`src/rtl/alu8_pkg.sv`:
```
package alu8_pkg;
    localparam int DW       = 8;
    localparam int NW       = DW / 2;
    localparam int OPW      = 4;
    localparam int NFLAGS   = 4;
    localparam int FLAG_PAD = DW - NFLAGS;

    localparam logic [DW-1:0] DAA_LO_ADJ = 8'h06;
    localparam logic [DW-1:0] DAA_HI_ADJ = 8'h60;
    localparam logic [DW-1:0] BCD_MAX    = 8'h99;
    localparam logic [NW-1:0] DIGIT_MAX  = 4'h9;

    typedef enum logic [OPW-1:0] {
        OP_ADD   = 4'd0,
        OP_ADC   = 4'd1,
        OP_SUB   = 4'd2,
        OP_SBC   = 4'd3,
        OP_CP    = 4'd4,
        OP_AND   = 4'd5,
        OP_OR    = 4'd6,
        OP_XOR   = 4'd7,
        OP_INC   = 4'd8,
        OP_DEC   = 4'd9,
        OP_CPL   = 4'd10,
        OP_SCF   = 4'd11,
        OP_CCF   = 4'd12,
        OP_DAA   = 4'd13,
        OP_RSV14 = 4'd14,
        OP_RSV15 = 4'd15
    } alu_op_e;

    typedef struct packed {
        logic z;
        logic n;
        logic h;
        logic c;
    } flags_t;
endpackage

```
`src/rtl/alu8_arith.sv`:
```
module alu8_arith
    import alu8_pkg::*;
(
    input  alu_op_e       op,
    input  logic [DW-1:0] a,
    input  logic [DW-1:0] b,
    input  flags_t        fin,
    output logic [DW-1:0] res,
    output flags_t        fout
);
    logic          cy;
    logic [NW:0]   lo;
    logic [DW:0]   full;
    logic [NW:0]   a_lo, b_lo, cy_lo;
    logic [DW:0]   a_w, b_w, cy_w;

    assign cy    = ((op == OP_ADC) || (op == OP_SBC)) ? fin.c : 1'b0;
    assign a_lo  = {1'b0, a[NW-1:0]};
    assign b_lo  = {1'b0, b[NW-1:0]};
    assign cy_lo = {{NW{1'b0}}, cy};
    assign a_w   = {1'b0, a};
    assign b_w   = {1'b0, b};
    assign cy_w  = {{DW{1'b0}}, cy};

    always_comb begin
        lo   = '0;
        full = '0;
        res  = a;
        fout = fin;
        unique case (op)
            OP_ADD, OP_ADC: begin
                lo     = a_lo + b_lo + cy_lo;
                full   = a_w + b_w + cy_w;
                res    = full[DW-1:0];
                fout.z = (full[DW-1:0] == '0);
                fout.n = 1'b0;
                fout.h = lo[NW];
                fout.c = full[DW];
            end
            OP_SUB, OP_SBC, OP_CP: begin
                lo     = a_lo - b_lo - cy_lo;
                full   = a_w - b_w - cy_w;
                res    = (op == OP_CP) ? a : full[DW-1:0];
                fout.z = (full[DW-1:0] == '0);
                fout.n = 1'b1;
                fout.h = lo[NW];
                fout.c = full[DW];
            end
            OP_INC: begin
                lo     = b_lo + {{NW{1'b0}}, 1'b1};
                full   = b_w + {{DW{1'b0}}, 1'b1};
                res    = full[DW-1:0];
                fout.z = (full[DW-1:0] == '0);
                fout.n = 1'b0;
                fout.h = lo[NW];
            end
            OP_DEC: begin
                lo     = b_lo - {{NW{1'b0}}, 1'b1};
                full   = b_w - {{DW{1'b0}}, 1'b1};
                res    = full[DW-1:0];
                fout.z = (full[DW-1:0] == '0);
                fout.n = 1'b1;
                fout.h = lo[NW];
            end
            default: begin
                res  = a;
                fout = fin;
            end
        endcase
    end

    // Carry is preserved by the step operations; checked against the input flag.
    always_comb begin
        p_step_keeps_c_r5: assert (!((op == OP_INC) || (op == OP_DEC)) || (fout.c == fin.c))
            else $error("R5 step operation altered carry");
        p_sub_sets_n_r2: assert (!((op == OP_SUB) || (op == OP_SBC) || (op == OP_CP)) || fout.n)
            else $error("R2 subtract class left N clear");
    end
endmodule

```
`src/rtl/alu8_logic.sv`:
```
module alu8_logic
    import alu8_pkg::*;
(
    input  alu_op_e       op,
    input  logic [DW-1:0] a,
    input  logic [DW-1:0] b,
    input  flags_t        fin,
    output logic [DW-1:0] res,
    output flags_t        fout
);
    always_comb begin
        res  = a;
        fout = fin;
        unique case (op)
            OP_AND: begin
                res  = a & b;
                fout = '{z: ((a & b) == '0), n: 1'b0, h: 1'b1, c: 1'b0};
            end
            OP_OR: begin
                res  = a | b;
                fout = '{z: ((a | b) == '0), n: 1'b0, h: 1'b0, c: 1'b0};
            end
            OP_XOR: begin
                res  = a ^ b;
                fout = '{z: ((a ^ b) == '0), n: 1'b0, h: 1'b0, c: 1'b0};
            end
            OP_CPL: begin
                res    = ~a;
                fout.n = 1'b1;
                fout.h = 1'b1;
            end
            default: begin
                res  = a;
                fout = fin;
            end
        endcase
    end

    always_comb begin
        p_bitwise_zero_r4: assert (!((op == OP_AND) || (op == OP_OR) || (op == OP_XOR))
                                   || (fout.z == (res == '0)))
            else $error("R4 zero flag disagrees with bitwise result");
        p_cpl_keeps_zc_r6: assert (!(op == OP_CPL) || ((fout.z == fin.z) && (fout.c == fin.c)))
            else $error("R6 complement changed Z or C");
    end
endmodule

```
`src/rtl/alu8_flagops.sv`:
```
module alu8_flagops
    import alu8_pkg::*;
(
    input  alu_op_e       op,
    input  logic [DW-1:0] a,
    input  flags_t        fin,
    output logic [DW-1:0] res,
    output flags_t        fout
);
    logic          need_hi, need_lo;
    logic [DW-1:0] corr;

    always_comb begin
        if (fin.n) begin
            need_hi = fin.c;
            need_lo = fin.h;
        end else begin
            need_hi = fin.c || (a > BCD_MAX);
            need_lo = fin.h || (a[NW-1:0] > DIGIT_MAX);
        end
        corr = (need_hi ? DAA_HI_ADJ : '0) | (need_lo ? DAA_LO_ADJ : '0);
    end

    always_comb begin
        res  = a;
        fout = fin;
        unique case (op)
            OP_SCF: begin
                fout.n = 1'b0;
                fout.h = 1'b0;
                fout.c = 1'b1;
            end
            OP_CCF: begin
                fout.n = 1'b0;
                fout.h = 1'b0;
                fout.c = ~fin.c;
            end
            OP_DAA: begin
                res    = fin.n ? (a - corr) : (a + corr);
                fout.z = (res == '0);
                fout.h = 1'b0;
                fout.c = fin.n ? fin.c : (fin.c | need_hi);
            end
            default: begin
                res  = a;
                fout = fin;
            end
        endcase
    end

    always_comb begin
        p_carry_ops_r7: assert (!((op == OP_SCF) || (op == OP_CCF))
                                || (!fout.n && !fout.h && (fout.z == fin.z) && (res == a)))
            else $error("R7 carry operation disturbed N, H, Z or the result");
        p_daa_keeps_n_r8: assert (!(op == OP_DAA) || ((fout.n == fin.n) && !fout.h))
            else $error("R8 decimal adjust changed N or left H set");
    end
endmodule

```
`src/rtl/alu8_core.sv`:
```
module alu8_core
    import alu8_pkg::*;
(
    input  logic [OPW-1:0] op_i,
    input  logic [DW-1:0]  acc_i,
    input  logic [DW-1:0]  opnd_i,
    input  logic           z_i,
    input  logic           n_i,
    input  logic           h_i,
    input  logic           c_i,
    output logic [DW-1:0]  res_o,
    output logic           res_we_o,
    output logic           z_o,
    output logic           n_o,
    output logic           h_o,
    output logic           c_o,
    output logic [DW-1:0]  flag_byte_o
);
    alu_op_e       op;
    flags_t        fin, f_ar, f_lg, f_fl, fsel;
    logic [DW-1:0] r_ar, r_lg, r_fl;

    assign op  = alu_op_e'(op_i);
    assign fin = '{z: z_i, n: n_i, h: h_i, c: c_i};

    alu8_arith u_arith (
        .op   (op),
        .a    (acc_i),
        .b    (opnd_i),
        .fin  (fin),
        .res  (r_ar),
        .fout (f_ar)
    );

    alu8_logic u_logic (
        .op   (op),
        .a    (acc_i),
        .b    (opnd_i),
        .fin  (fin),
        .res  (r_lg),
        .fout (f_lg)
    );

    alu8_flagops u_flagops (
        .op   (op),
        .a    (acc_i),
        .fin  (fin),
        .res  (r_fl),
        .fout (f_fl)
    );

    always_comb begin
        unique case (op)
            OP_ADD, OP_ADC, OP_SUB, OP_SBC, OP_CP, OP_INC, OP_DEC: begin
                res_o = r_ar;
                fsel  = f_ar;
            end
            OP_AND, OP_OR, OP_XOR, OP_CPL: begin
                res_o = r_lg;
                fsel  = f_lg;
            end
            OP_SCF, OP_CCF, OP_DAA: begin
                res_o = r_fl;
                fsel  = f_fl;
            end
            OP_RSV14, OP_RSV15: begin
                res_o = acc_i;
                fsel  = fin;
            end
        endcase
    end

    always_comb begin
        unique case (op)
            OP_CP, OP_SCF, OP_CCF, OP_RSV14, OP_RSV15: res_we_o = 1'b0;
            default:                                   res_we_o = 1'b1;
        endcase
    end

    assign z_o         = fsel.z;
    assign n_o         = fsel.n;
    assign h_o         = fsel.h;
    assign c_o         = fsel.c;
    assign flag_byte_o = {fsel.z, fsel.n, fsel.h, fsel.c, {FLAG_PAD{1'b0}}};

    always_comb begin
        p_cp_no_write_r3: assert (!(op == OP_CP) || (!res_we_o && (res_o == acc_i)))
            else $error("R3 compare wrote a result");
        p_reserved_idle_r10: assert (!((op == OP_RSV14) || (op == OP_RSV15))
                                     || (!res_we_o && ({z_o, n_o, h_o, c_o} == {z_i, n_i, h_i, c_i})))
            else $error("R10 reserved code had an effect");
        p_flag_pad_r9: assert (flag_byte_o[FLAG_PAD-1:0] == '0)
            else $error("R9 low flag-byte bits not zero");
    end
endmodule

```
`config.mk`:
```
export PLATFORM = sky130hd
export DESIGN_NAME = alu8_core
export DESIGN_NICKNAME = d
export VERILOG_FILES = /design/src/rtl/alu8_pkg.sv /design/src/rtl/alu8_arith.sv /design/src/rtl/alu8_logic.sv /design/src/rtl/alu8_flagops.sv /design/src/rtl/alu8_core.sv
export SDC_FILE = /design/constraint.sdc
export NUM_CORES = 1
export LEC_CHECK = 0
export CAP_MARGIN = 0
export CORE_MARGIN = 1.5
export CORE_UTILIZATION = 45
export DETAILED_ROUTE_END_ITERATION = 7
export PLACE_DENSITY = 0.69
export SETUP_SLACK_MARGIN = 0.02
export SLEW_MARGIN = 20
export SYNTH_ARGS = -nofsm -noshare
export SYNTH_HDL_FRONTEND = slang
export SYNTH_HIERARCHICAL = 1
export SYNTH_SLANG_ARGS = --single-unit
```
`constraint.sdc`:
```
create_clock -name vclk -period 5.3
set_input_delay 1.06 -clock vclk [all_inputs]
set_output_delay 1.06 -clock vclk [all_outputs]
set_load 0.1 [all_outputs]
```
# After elaboration in Yosys (flattened, before gate mapping)

Index checks and enable logic that the tools add are counted.

Output and inout port bits: 21
Register bits: 0
Input bits: 24

Magnitude comparators: 2
Bitwise logic cells: 7
Equal/unequal tests: 15
Reduce and logical (&&, ||, !) cells: 22
Add/subtract/negate cells: 14
Muxes and demuxes: 22

Operators by type and width:

| cell                                                 | number |
|---|---|
| case mux 8 bit (4 select lines)                      | 3 |
| zero test 8 bit                                      | 8 |
| == test 4 bit, second input constant                 | 8 |
| two-way mux 8 bit                                    | 3 |
| == test 4 x 3 -> 1 bit, second input constant        | 4 |
| bitwise OR 8 bit                                     | 2 |
| case mux 4 bit (4 select lines)                      | 1 |
| case mux 2 bit (3 select lines)                      | 2 |
| case mux 3 bit (4 select lines)                      | 1 |
| adder 8 x 8 -> 9 bit                                 | 1 |
| adder 9 x 1 -> 9 bit                                 | 1 |
| OR reduction 3 bit                                   | 3 |
| subtractor 8 x 8 -> 9 bit                            | 1 |
| subtractor 9 x 1 -> 9 bit                            | 1 |
| adder 8 x 1 -> 8 bit, second input constant          | 1 |
| adder 8 bit                                          | 1 |
| AND 8 bit                                            | 1 |
| == test 4 x 2 -> 1 bit, second input constant        | 2 |
| greater-than comparator 8 bit, second input constant | 1 |
| two-way mux 1 bit                                    | 8 |
| inverter 8 bit                                       | 1 |
| OR reduction 2 bit                                   | 4 |
| subtractor 8 x 1 -> 8 bit, second input constant     | 1 |
| subtractor 8 bit                                     | 1 |
| 20 further kinds                                     | 22 |

# Depth between registers and ports, before layout

Depth in word-level cells: 10
Depth in mapped cells: 16
Gate-level depth less buffers: 15

# Modules after synthesis

Netlist, hierarchy kept.

Modules (own cells, without submodules):

| module       | cells an instance | times used | area an instance (um^2) |
|---|---|---|---|
| alu8_arith   | 251               | 1          | 1903.1 |
| alu8_core    | 153               | 1          | 895.9 |
| alu8_logic   | 92                | 1          | 760.7 |
| alu8_flagops | 77                | 1          | 550.5 |

# Worst setup path after synthesis

Ideal clock, no wire load.

Kind: input to output
From: in op_i[2]
To: out flag_byte_o[4]
Required time: 4240 ps
Path buffers: 2
Setup slack: -1024 ps
Cell stages on the path: 14
Data arrival time: 5264 ps
Cells stage by stage: clkbuf_8 > nor2_2 > nand3_1 > fa_1 > fa_1 > nand2b_4 > a2111oi_4 > o31ai_1 > xor2_1 > o21ai_0 > a21o_1 > nor2_1 > nor2_1 > buf_4

RTL lines:

| item            | RTL line        | text |
|---|---|---|
| start, declared | alu8_core.sv:4  | `input logic [OPW-1:0] op_i,` |
| end, declared   | alu8_core.sv:17 | `output logic [DW-1:0] flag_byte_o` |

# Worst setup path in the final report

From: in opnd_i[0]
To: out res_o[6]

Longest elaborated chain between the ends: 5

Ends and longest elaborated chain:

| item                                | RTL line         | text |
|---|---|---|
| start, declared                     | alu8_core.sv:6   | `input logic [DW-1:0] opnd_i,` |
| subtractor 8 x 8 -> 9 bit           | alu8_arith.sv:42 | `full = a_w - b_w - cy_w;` |
| subtractor 9 x 1 -> 9 bit           | alu8_arith.sv:42 |  |
| two-way mux 8 bit                   | alu8_arith.sv:43 | `res = (op == OP_CP) ? a : full[DW-1:0];` |
| case mux 8 bit (4 select lines) (*) | alu8_arith.sv:30 | `unique case (op)` |
| net r_ar[6]                         | alu8_core.sv:21  | `logic [DW-1:0] r_ar, r_lg, r_fl;` |
| case mux 8 bit (4 select lines) (*) | alu8_core.sv:53  | `unique case (op)` |
| end, declared                       | alu8_core.sv:11  | `output logic [DW-1:0] res_o,` |

Mark *: on every way through the listed nets, which the timed path passes. The rest lies on a longest branch.

==> run metrics <==
die area=9716 µm²; maximum VDD drop=0.09106 mV; Avg WL per Cell=18.92 µm; Compound-Gate Fraction of Synth Area=29.07%; proportion of synthesized area in mux cells=6.971%; Initial Util=46.68%; Simple-Gate Fraction of Synth Area=26.21%; vias in the first global route=4332; vias per std cell=6.164; Critical Path Sink Type=output port; slew of the pin with the lowest slew margin=625.1 ps; post-placement cell count=732; # setup viols final=0; First-pass DRT Iterations=8; Core Footprint=8806 µm²; fin worst setup slack=185.2 ps; share of the synthesized area in the top cell type=16.44%; total gr overflow=0; min-delay worst type=input port to output port; Worst path max stage delay=510 ps; Detailed Route Iter0 Violations=321; most area-consuming cells after synthesis=ha_1 16%, mux2i_1 5.6%, inv_1 4.9%; detailed placement HPWL=10660 µm; CP max stage cell=clkdlybuf4s50_1; initial antenna violation count=0; synth warn=6; Tot GR Track Use=28.07%; status=finished, violations left; fmax=0.1955 GHz; post-layout util=59.09%; critical path type=input port to output port; CP max FO=3; DR DRC count=5; share of layout cells above drive strength 1=25.44%; Power Total=0.7890 mW; Final Hold Vio Count=0; failing checks=DRC; clkbuf count=0; Critical Path RT=4240 ps; row count=34; non-filler cells, final=737; die height=98.57 µm; Place WS=-219.5 ps; Leak=2.336 nW; Post-CTS Hold Fix Bufs=0; pins over their slew limit=0; largest net degree at the start of global routing=65; critical path cell sequence=clkdlybuf4s50_1, inv_1, fa_2, fa_2, nand2b_4, a2111oi_4, nor2_2, xnor2_2, mux2i_1, a211o_1, nor2_1, buf_4, a21oi_4, buf_12; gp weighted congestion=0.9767; CP most frequent cell=fa_2; total number of vias=4543; Syn Std Cell Area=4110 µm²; TNS Setup=0 ps; Arr. time, crit path=4050 ps; Post-Route WL=13950 µm; IO Count=45; ANT nets after route=0; largest family of logic cells by synthesized area=compound AO/OA/AOI/OAI gates; XOR/XNOR Fraction of Synth Area=7.215%; Layout area overhead=26.61%; Cell variety after synth=84; register area=0 µm²; most frequent cells in the layout=52 x inv_1, 52 x buf_4, 52 x ha_1; post-synthesis sequential area ratio=0%; Synth Area in Adders=18.39%; Avg Cell Area, Syn=7.173 µm²; max cap viols=0; area leader, netlist=ha_1; Syn Inst Count=573; period utilization=96.50%; RSZ-0062 raised after global routing=false; I/O Buffers=41; fin crit period=5115 ps; Startpoint Class=input port; pwr dens=151.6 nW/µm²; sequential cells=0; Die X=98.57 µm; total inserted antenna cells=0; first-pass GRT wire length=22240 µm; Slew Limit Headroom=58.33%; layout net count=713
==> repair_timing <==
| item | in CTS | in global routing |
|---|---|---|
| setup endpoints to repair | 7 | 9 |
| setup buffers | 2 | 3 |
| pin swaps | 9 | 21 |
| gates resized for setup | 14 | 47 |
==> worst max-delay path, delay by kind of cell <==
family / cells / cell delay, ps
AOI/OAI and AO/OA: 3 / 680
and+or+nand+nor: 3 / 390
adders and majority gates: 2 / 740
buffers and inverters: 4 / 910
muxes: 1 / 100
xor gates and xnor gates: 1 / 150
==> cells by family (layout without fill, tap and decap cells) <==
group                    Yosys count  count (layout)
multiplexers                      28              28
other                              1               4
AO/OA/AOI/OAI                    166             166
XOR/XNOR                          33              33
adder cells (fa/ha/maj)           58              58
buffers and inverters             97             150
AND/OR/NAND/NOR                  190             190
==> cell type report <==
cell class,count,area (µm²)
Fill cell,815,3602
Tap cell,108,135.1
Inverter,55,206.4
Timing Repair Buffer,95,977.2
Multi-Input combinational cell,479,3885
==> cells in the mapped netlist, drive strengths merged (11+ instances only) <==
| cell | count |
|---|---|
| clkbuf | 11 |
| xnor2 | 21 |
| ha | 54 |
| o22ai | 14 |
| nand2 | 50 |
| nand3 | 11 |
| o21ai | 36 |
| a21oi | 39 |
| buf | 31 |
| mux2i | 23 |
| xor2 | 12 |
| nor2 | 43 |
| inv | 55 |
| nor2b | 14 |
==> final timing paths <==
| check | startpoint | to | slack (ps) | cells past startpoint |
|---|---|---|---|---|
| setup / recovery | opnd_i[0] | res_o[6] | 190 | 14 |
| hold / removal | acc_i[6] | res_o[6] | 2950 | 7 |
==> layer usage <==
layer,GRT usage [%],part of all wire [%],vias to the layer above,wire [µm]
met5,0,0,-,0
li1,-,-,2176,-
met3,0.6383,5.4,39,753
met1,37.02,42,2163,5891
met2,49.84,48,165,6734
met4,8.901,4.1,0,567
==> per-stage QoR <==
step                hold slack, ps  cell area, µm²
finish                        2946            5204
detailed placement            2979            4952
global route                  2984            5204
floorplan                     2500            4193
CTS                           2990            5024
global placement              2989            4952
==> where the power goes <==
group	internal, mW	leakage, nW	switching [mW]
clock network	0	0	0
registers	0	0	0
logic	0.306	2.34	0.483
Power figures use the tool's default switching activity.
